### config.mk
export PLATFORM = sky130hd
export DESIGN_NAME = fifo_chain
export DESIGN_NICKNAME = d
export VERILOG_FILES = /design/src/rtl/fifo_chain_pkg.sv /design/src/rtl/stage_ctrl.sv /design/src/rtl/stage_dpath.sv /design/src/rtl/fifo_stage.sv /design/src/rtl/fifo_chain.sv
export SDC_FILE = /design/constraint.sdc
export NUM_CORES = 1
export LEC_CHECK = 0
export CAP_MARGIN = 20
export CORE_MARGIN = 8
export CORE_UTILIZATION = 59
export DETAILED_ROUTE_END_ITERATION = 8
export GPL_TIMING_DRIVEN = 0
export PLACE_DENSITY = 0.83
export SKIP_CTS_REPAIR_TIMING = 1
export SLEW_MARGIN = 0
export SYNTH_ARGS = -nofsm -noshare
export SYNTH_HDL_FRONTEND = slang
export SYNTH_HIERARCHICAL = 1
export SYNTH_SLANG_ARGS = --single-unit
export TNS_END_PERCENT = 30
### constraint.sdc
create_clock -name clk -period 6.69 [get_ports clk]
set_input_delay 1.338 -clock clk [delete_from_list [all_inputs] [get_ports clk]]
set_output_delay 1.338 -clock clk [all_outputs]
set_load 0.005 [all_outputs]
### src/rtl/fifo_chain_pkg.sv
package fifo_chain_pkg;
  // Edges from an accepted write until the stage's reader sees the word.
  localparam int FALL_LAT   = 3;
  // Edges from an accepted read until the stage's writer regains the slot.
  localparam int BUBBLE_LAT = 2;

  typedef struct packed {
    logic push;
    logic pop;
  } stageStrobe_t;
endpackage

### src/rtl/stage_ctrl.sv
module stage_ctrl
  import fifo_chain_pkg::*;
#(
  parameter int DEPTH = 4
) (
  input  logic         clk,
  input  logic         rstN,
  input  logic         wrEnN,
  input  logic         rdEnN,
  output logic         inRdyN,
  output logic         outRdyN,
  output stageStrobe_t strobe
);
  localparam int CNT_W = $clog2(DEPTH + 1);

  logic [CNT_W-1:0]      wrCount, rdCount, wrCountNext, rdCountNext;
  logic [FALL_LAT-1:0]   pushPipe;
  logic [BUBBLE_LAT-1:0] popPipe;
  logic                  push, pop;

  assign push = !wrEnN && !inRdyN;
  assign pop  = !rdEnN && !outRdyN;
  assign strobe.push = push;
  assign strobe.pop  = pop;

  // Writer view: writes count at once, reads are credited late (conservative).
  assign wrCountNext = wrCount + CNT_W'(push) - CNT_W'(popPipe[BUBBLE_LAT-1]);
  // Reader view: reads count at once, writes become visible late (conservative).
  assign rdCountNext = rdCount + CNT_W'(pushPipe[FALL_LAT-1]) - CNT_W'(pop);

  generate
    if (FALL_LAT > 1) begin : g_pushShift
      always_ff @(posedge clk or negedge rstN)
        if (!rstN) pushPipe <= '0;
        else       pushPipe <= {pushPipe[FALL_LAT-2:0], push};
    end else begin : g_pushOne
      always_ff @(posedge clk or negedge rstN)
        if (!rstN) pushPipe <= '0;
        else       pushPipe <= push;
    end
    if (BUBBLE_LAT > 1) begin : g_popShift
      always_ff @(posedge clk or negedge rstN)
        if (!rstN) popPipe <= '0;
        else       popPipe <= {popPipe[BUBBLE_LAT-2:0], pop};
    end else begin : g_popOne
      always_ff @(posedge clk or negedge rstN)
        if (!rstN) popPipe <= '0;
        else       popPipe <= pop;
    end
  endgenerate

  always_ff @(posedge clk or negedge rstN) begin
    if (!rstN) begin
      wrCount <= '0;
      rdCount <= '0;
      inRdyN  <= 1'b0;
      outRdyN <= 1'b1;
    end else begin
      wrCount <= wrCountNext;
      rdCount <= rdCountNext;
      inRdyN  <= (wrCountNext == CNT_W'(DEPTH));
      outRdyN <= (rdCountNext == '0);
    end
  end

  // with no pop, the reader's view can only grow, so valid data stays valid
  a_r3_valid_sticky: assert property (@(posedge clk) disable iff (!rstN)
    (!outRdyN && rdEnN) |=> !outRdyN);
endmodule

### src/rtl/stage_dpath.sv
module stage_dpath
  import fifo_chain_pkg::*;
#(
  parameter int DATA_W = 8,
  parameter int DEPTH  = 4
) (
  input  logic              clk,
  input  logic              rstN,
  input  stageStrobe_t      strobe,
  input  logic [DATA_W-1:0] wrData,
  output logic [DATA_W-1:0] rdData
);
  localparam int PTR_W = (DEPTH > 1) ? $clog2(DEPTH) : 1;
  localparam int CNT_W = $clog2(DEPTH + 1);

  logic [DATA_W-1:0] mem [DEPTH];
  logic [PTR_W-1:0]  wrPtr, rdPtr;
  logic [CNT_W-1:0]  fill;

  function automatic logic [PTR_W-1:0] bump(input logic [PTR_W-1:0] p);
    return (p == PTR_W'(DEPTH - 1)) ? '0 : p + PTR_W'(1);
  endfunction

  always_ff @(posedge clk)
    if (strobe.push) mem[wrPtr] <= wrData;

  always_ff @(posedge clk or negedge rstN) begin
    if (!rstN) begin
      wrPtr <= '0;
      rdPtr <= '0;
      fill  <= '0;
    end else begin
      if (strobe.push) wrPtr <= bump(wrPtr);
      if (strobe.pop)  rdPtr <= bump(rdPtr);
      fill <= fill + CNT_W'(strobe.push) - CNT_W'(strobe.pop);
    end
  end

  // Fall-through: the head slot is always on the output.
  assign rdData = mem[rdPtr];

  // the control never writes into a stage that is really full
  a_r4_no_overflow: assert property (@(posedge clk) disable iff (!rstN)
    strobe.push |-> (fill != CNT_W'(DEPTH)));
  // the control never pops a stage that is really empty
  a_r5_no_underflow: assert property (@(posedge clk) disable iff (!rstN)
    strobe.pop |-> (fill != '0));
  // an empty stage has both pointers on the same slot
  a_r3_pointer_gap: assert property (@(posedge clk) disable iff (!rstN)
    (fill == '0) |-> (wrPtr == rdPtr));
endmodule

### src/rtl/fifo_stage.sv
module fifo_stage
  import fifo_chain_pkg::*;
#(
  parameter int DATA_W = 8,
  parameter int DEPTH  = 4
) (
  input  logic              clk,
  input  logic              rstN,
  input  logic              wrEnN,
  input  logic [DATA_W-1:0] wrData,
  output logic              inRdyN,
  input  logic              rdEnN,
  output logic [DATA_W-1:0] rdData,
  output logic              outRdyN
);
  stageStrobe_t strobe;

  stage_ctrl #(.DEPTH(DEPTH)) u_ctrl (
    .clk(clk), .rstN(rstN), .wrEnN(wrEnN), .rdEnN(rdEnN),
    .inRdyN(inRdyN), .outRdyN(outRdyN), .strobe(strobe)
  );

  stage_dpath #(.DATA_W(DATA_W), .DEPTH(DEPTH)) u_dpath (
    .clk(clk), .rstN(rstN), .strobe(strobe),
    .wrData(wrData), .rdData(rdData)
  );
endmodule

### src/rtl/fifo_chain.sv
module fifo_chain #(
  parameter int DATA_W      = 8,
  parameter int STAGE_DEPTH = 4,
  parameter int N_STAGES    = 4
) (
  input  logic              clk,
  input  logic              rstN,
  input  logic              wrEnN,
  input  logic [DATA_W-1:0] wrData,
  output logic              inRdyN,
  input  logic              rdEnN,
  output logic [DATA_W-1:0] rdData,
  output logic              outRdyN
);
  logic [DATA_W-1:0] stgIn   [N_STAGES];
  logic [DATA_W-1:0] stgOut  [N_STAGES];
  logic              stgWrN  [N_STAGES];
  logic              stgRdN  [N_STAGES];
  logic              stgInR  [N_STAGES];
  logic              stgOutR [N_STAGES];

  genvar k;
  generate
    for (k = 0; k < N_STAGES; k++) begin : g_stage
      if (k == 0) begin : g_head
        assign stgWrN[k] = wrEnN;
        assign stgIn[k]  = wrData;
      end else begin : g_link
        // Upstream output-ready is this stage's write enable.
        assign stgWrN[k] = stgOutR[k-1];
        assign stgIn[k]  = stgOut[k-1];
      end
      if (k == N_STAGES - 1) begin : g_tail
        assign stgRdN[k] = rdEnN;
      end else begin : g_back
        // Downstream input-ready is this stage's read enable.
        assign stgRdN[k] = stgInR[k+1];
      end

      fifo_stage #(.DATA_W(DATA_W), .DEPTH(STAGE_DEPTH)) u_stage (
        .clk(clk), .rstN(rstN),
        .wrEnN(stgWrN[k]), .wrData(stgIn[k]), .inRdyN(stgInR[k]),
        .rdEnN(stgRdN[k]), .rdData(stgOut[k]), .outRdyN(stgOutR[k])
      );
    end
  endgenerate

  assign inRdyN  = stgInR[0];
  assign rdData  = stgOut[N_STAGES-1];
  assign outRdyN = stgOutR[N_STAGES-1];

  // the head word is held while the reader waits
  a_r3_hold_head: assert property (@(posedge clk) disable iff (!rstN)
    (!outRdyN && rdEnN) |=> $stable(rdData));
endmodule

-- Word-level counts from Yosys, hierarchy flattened
Memories as Yosys holds them, arrays and structs flattened.
Index checks and enable logic that the tools add are counted.
- register bits: 68
- latch bits: 0
- bits in writable memories: 128
- ROM bits: 0
- output and inout port bits: 10
- memories kept: 4
- memory list (memory ; words ; width ; rd ports ; clocked after Yosys merged registers in ; wr ports ; line ; RTL):
    g_stage[0].u_stage.u_dpath.mem ; 4 ; 8 ; 1 ; 0 ; 1 ; stage_dpath.sv:16 ; logic [DATA_W-1:0] mem [DEPTH];
    g_stage[1].u_stage.u_dpath.mem ; 4 ; 8 ; 1 ; 0 ; 1 ; stage_dpath.sv:16 ;
    g_stage[2].u_stage.u_dpath.mem ; 4 ; 8 ; 1 ; 0 ; 1 ; stage_dpath.sv:16 ;
    g_stage[3].u_stage.u_dpath.mem ; 4 ; 8 ; 1 ; 0 ; 1 ; stage_dpath.sv:16 ;
- add/subtract/negate cells: 24
- multiply operators: 0
- divide/modulo/power cells: 0
- $lt $le $gt $ge: 0
- equality and inequality tests: 12
- shift-type cells: 0
- multiplexer cells: 16
- bitwise operators: 0
- reductions and logical operators: 19
- operator list (cell ; count):
    adder 3 x 1 -> 3 bit ; 8
    subtractor 3 x 1 -> 3 bit ; 8
    adder 2 x 1 -> 2 bit (second input constant) ; 8
    == test 2 bit (second input constant) ; 8
    2-to-1 mux 2 bit ; 8
    == test 3 bit (second input constant) ; 4
    zero test 3 bit ; 4
    zero test 1 bit ; 10
    2-to-1 mux 1 bit ; 8
    logical AND 1 bit ; 5

-- Logic depth before layout (Yosys ltp)
- depth in word-level cells: 5
- gate-level depth with buffers: 8

-- Modules after synthesis
Netlist, hierarchy kept.
- by module, submodules not included (module ; times used ; cells an instance ; area each (sq um) ; seq. area each (sq um)):
    stage_dpath ; 4 ; 64 ; 1401.3 ; 1061.0
    stage_ctrl ; 4 ; 38 ; 546.8 ; 326.6

-- Least setup slack after synthesis
No wires, ideal clock.
- path type: input -> register
- from: input port wrEnN
- to: register g_stage[0].u_stage.u_ctrl.inRdyN
- data arrival time: 3.007 ns
- required time: 6.565 ns
- setup slack: 3.558 ns
- cell stages on the path: 7
- buffers on the path: 0
- cells stage by stage: or2_2 > ha_1 > inv_1 > ha_1 > fa_1 > xor2_1 > mux2_2
- longest elaborated chain between the ends: 5
- RTL lines (item ; line ; RTL):
    start: declaration ; fifo_chain.sv:8 ; input logic wrEnN,
    zero test 1 bit ; stage_ctrl.sv:21 ; assign push = !wrEnN && !inRdyN;
    logical AND 1 bit ; stage_ctrl.sv:21 ;
    adder 3 x 1 -> 3 bit ; stage_ctrl.sv:27 ; assign wrCountNext = wrCount + CNT_W'(push) - CNT_W'(popPipe[BUBBLE_LAT-1]);
    subtractor 3 x 1 -> 3 bit ; stage_ctrl.sv:27 ;
    == test 3 bit ; stage_ctrl.sv:61 ; inRdyN <= (wrCountNext == CNT_W'(DEPTH));
    end signal: assignment ; stage_ctrl.sv:61 ;
    end: declaration ; stage_ctrl.sv:10 ; output logic inRdyN,
No other way between the ends.
A chain may end at the register's enable or synchronous reset.

-- Worst setup path after layout
- from: register g_stage[3].u_stage.u_dpath.rdPtr[0]
- to: output port rdData[1]
- longest elaborated chain between the ends: 1
- RTL lines (item ; line ; RTL):
    start: declaration ; stage_dpath.sv:17 ; logic [PTR_W-1:0] wrPtr, rdPtr;
    start signal: assignment ; stage_dpath.sv:34 ; if (strobe.pop) rdPtr <= bump(rdPtr);
    memory (4 x 8 bit) ; -- ;
    end: declaration ; fifo_chain.sv:12 ; output logic [DATA_W-1:0] rdData,
No other way between the ends.

==> summary.txt <==
Utilization after layout -> 67.0%
Final HPWL DP -> 7150 microns
Switch share -> 28.6%
Crit share post-route -> 49.1%
Worst slew pin tran -> 0.724 ns
First drt pass iteration count -> 5
Die height -> 131 microns
Mapped Cells -> 408
Setup TNS Final -> 0 ns
Fin nets -> 505
Syn Nets -> 464
Part of the power in registers -> 46.7%
Initial drt markers -> 228
Worst Path Max Fanout -> 10
First-pass GRT wire length -> 17700 microns
Fraction of layout cells with a size suffix above 1 -> 21.0%
Post-synthesis mux area share -> 11.0%
Clock power share -> 19.3%
Initial antenna violation count -> 0
Area Overhead vs Synth -> 12.5%
Leakage power -> 3.39 nW
Vias -> 3339
Post-synthesis adder-cell area fraction -> 7.84%
Post-synthesis simple-gate area fraction -> 3.79%
FF-to-FF Start -> g_stage[2].u_stage/u_ctrl/inRdyN$_DFF_PN0_
Final Hold Fails -> 0
CTS clk-pin slew, worst paths -> 0.06 ns
RD Place Congestion -> 0.717
Core box area -> 0.0131 sq mm
Worst skew pair latency -> 0.42 ns
Placement row count -> 42
TritonCTS clock tree -> built
Area post-placement -> 0.00824 sq mm
Largest family of logic cells by synthesized area -> multiplexers
CP Capture Type -> output pin
I/O pin cnt -> 22
VDD IR max -> 0.327 mV
Gate power share -> 34.0%
Synth warnings -> 6
FF-to-FF setup slack -> 4.41 ns
Die area -> 0.0171 sq mm
Max frequency -> 0.305 GHz
Cells on worst reg2reg path -> 7
Gr usage total -> 14.0%
Crit path launch -> g_stage[3].u_stage/u_dpath/rdPtr[0]$_DFFE_PN0P_
Yosys reg bits -> 196
Grt ovf -> 0
Pwr Density -> 528 mW/mm^2
Switching power -> 1.32 mW
Antenna Cells -> 0
Htree depth -> 4
DRT antenna net count -> 0
Sink Count -> 196
PortBufs -> 21
Final Cell Area -> 0.00877 sq mm
Post-Syn Area per Cell -> 19.1 sq um
Sequential cell area fraction in the yosys report -> 71.2%
Xor/xnor share of the synthesized area -> 2.12%
Die span in x -> 131 microns
Synth unique cells -> 23
Hold Path End -> g_stage[1].u_stage/u_ctrl/pushPipe[2]$_DFF_PN0_
Final Setup Violations -> 0
Reg2reg end -> g_stage[2].u_stage/u_ctrl/inRdyN$_DFF_PN0_
Synth Area in Compound Gates -> 0.514%
RSZ-0062 raised after global routing -> no
Vias in the first global route -> 3793
CP Data Arrival Time -> 1.95 ns
Root buffer selected by CTS -> clkbuf_16
Pins Over Slew Limit -> 0
Tmin final -> 3.28 ns
Post-Route WL -> 10200 microns
Critical path class -> reg -> out
Outcome -> finished, final reports clean
Largest net degree at the start of global routing -> 37
Worst Hold Class -> reg -> reg
Hold Path Depth -> 0
Vias per cell -> 5.23
Critical Path RT -> 5.35 ns
Clock Tree Buf Depth -> 2
Post-Syn Area -> 0.00779 sq mm
MaxCap Viol Count -> 0
Wire per inst -> 16.0 microns
Rel. slew slack -> 51.7%
Starting density of the core -> 59.6%
Hold_sp -> g_stage[1].u_stage/u_ctrl/pushPipe[1]$_DFF_PN0_
Int Pwr -> 3.31 mW
Skew final -> 0.0137 ns
Num CTS Buffers -> 17
DR DRC count -> 0
Critical Path Source Type -> flop
[worst max-delay path by stage]
stage	endpoint	slack (ns)	depth (start not counted)
after floorplan	g_stage[0].u_stage/u_ctrl/inRdyN$_DFF_PN0_	3.56	7
after global placement	g_stage[0].u_stage/u_dpath/wrPtr[1]$_DFFE_PN0P_	2.25	1
after detailed placement	g_stage[0].u_stage/u_ctrl/inRdyN$_DFF_PN0_	3.06	8
after CTS	rdData[6]	3.36	3
after global routing	rdData[6]	3.31	3
final	rdData[1]	3.41	3
[layout by cell type, fill, tap and decap left out, drive strengths merged, types with 8 or more instances in the layout]
cell type / Yosys / final
buf: 16 / 18
nor2: 8 / 8
and2: 16 / 16
mux2: 12 / 12
mux4: 32 / 32
clkbuf: 0 / 32
inv: 40 / 40
ha: 36 / 36
edfxtp: 128 / 128
nor3: 8 / 8
clkdlybuf4s50: 0 / 20
o21ai: 8 / 8
dfrtp: 64 / 64
fa: 8 / 8
[kinds of logic after synthesis]
| group | count (synthesis) |
|---|---|
| DFF | 196 |
| buffers and inverters | 56 |
| and+or+nand+nor | 48 |
| muxes | 44 |
| adders and majority gates | 44 |
| xor gates and xnor gates | 12 |
| AOI/OAI and AO/OA | 8 |
[layer usage]
metal	up-vias	share of wire, %	track usage (%)
li1	1565	-	-
met1	1716	40	14.2
met2	44	56	26.4
met3	14	3.7	4.67
met4	0	0.78	4.86
met5	-	0	0
[synth_stat cells]
| cell | instances | area share [%] |
|---|---|---|
| dfstp_2 | 4 | 1.3 |
| or3b_1 | 4 | 0.45 |
| xnor2_1 | 4 | 0.45 |
| nor2_1 | 8 | 0.39 |
| nor3b_1 | 4 | 0.39 |
| fa_1 | 8 | 2.1 |
| xor3_1 | 4 | 1.2 |
| or2_2 | 4 | 0.32 |
| nor3_1 | 4 | 0.26 |
| ha_1 | 36 | 5.8 |
| buf_2 | 4 | 0.26 |
| nor3_2 | 4 | 0.51 |
| mux4_2 | 32 | 9.2 |
| and2_1 | 16 | 1.3 |
| mux2_2 | 12 | 1.7 |
| buf_4 | 8 | 0.77 |
| buf_6 | 4 | 0.58 |
| dfrtp_1 | 64 | 21 |
| inv_1 | 40 | 1.9 |
| nand2_1 | 4 | 0.19 |
| edfxtp_1 | 128 | 49 |
| o21ai_0 | 8 | 0.51 |
| xor2_1 | 4 | 0.45 |
[critical path, stage by stage (launching register included)]
cell             delay (ns)
dfrtp_1                0.36
buf_6                  0.18
mux4_2                 0.51
clkdlybuf4s50_1        0.47
[layout make-up]
class                   instances  area [sq um]
clock buffers                  32           529
flip-flops and latches        196          5550
repair buffers                 22           225
well taps                     176           220
plain buffers                  16           125
multi-input cells             156          1970
fillers                       873          4320
inverters                      40           150
[flip-flops by register name (all words and copies together) (netlist names)]
signal / count
g_stage.u_stage/u_dpath/rdPtr: 8
g_stage.u_stage/u_ctrl/wrCount: 12
g_stage.u_stage/u_dpath/mem: 128
g_stage.u_stage/u_dpath/wrPtr: 8
g_stage.u_stage/u_ctrl/inRdyN: 4
g_stage.u_stage/u_ctrl/rdCount: 12
g_stage.u_stage/u_ctrl/outRdyN: 4
g_stage.u_stage/u_ctrl/pushPipe: 12
g_stage.u_stage/u_ctrl/popPipe: 8
[through the flow]
stage	setup WS, ns	power [mW]	instances	hold WS (ns)
floorplan	3.56	3.32	408	0.331
global placement	2.25	3.64	605	0.333
detailed placement	3.06	3.80	606	0.336
CTS	3.36	4.71	638	0.354
global route	3.31	4.97	638	0.356
finish	3.41	4.63	638	0.352
[power groups by stage]
| stage | logic, mW | registers (mW) | clock network (mW) |
|---|---|---|---|
| 4_1_cts | 1.62 | 2.17 | 0.916 |
| 6_report | 1.58 | 2.16 | 0.893 |
| 3_5_place_dp | 1.61 | 2.19 | 0 |
| 3_3_place_gp | 1.49 | 2.14 | 0 |
| 2_1_floorplan | 1.19 | 2.13 | 0 |
| 5_1_grt | 1.79 | 2.21 | 0.969 |
(Power assumes the default switching activity.)
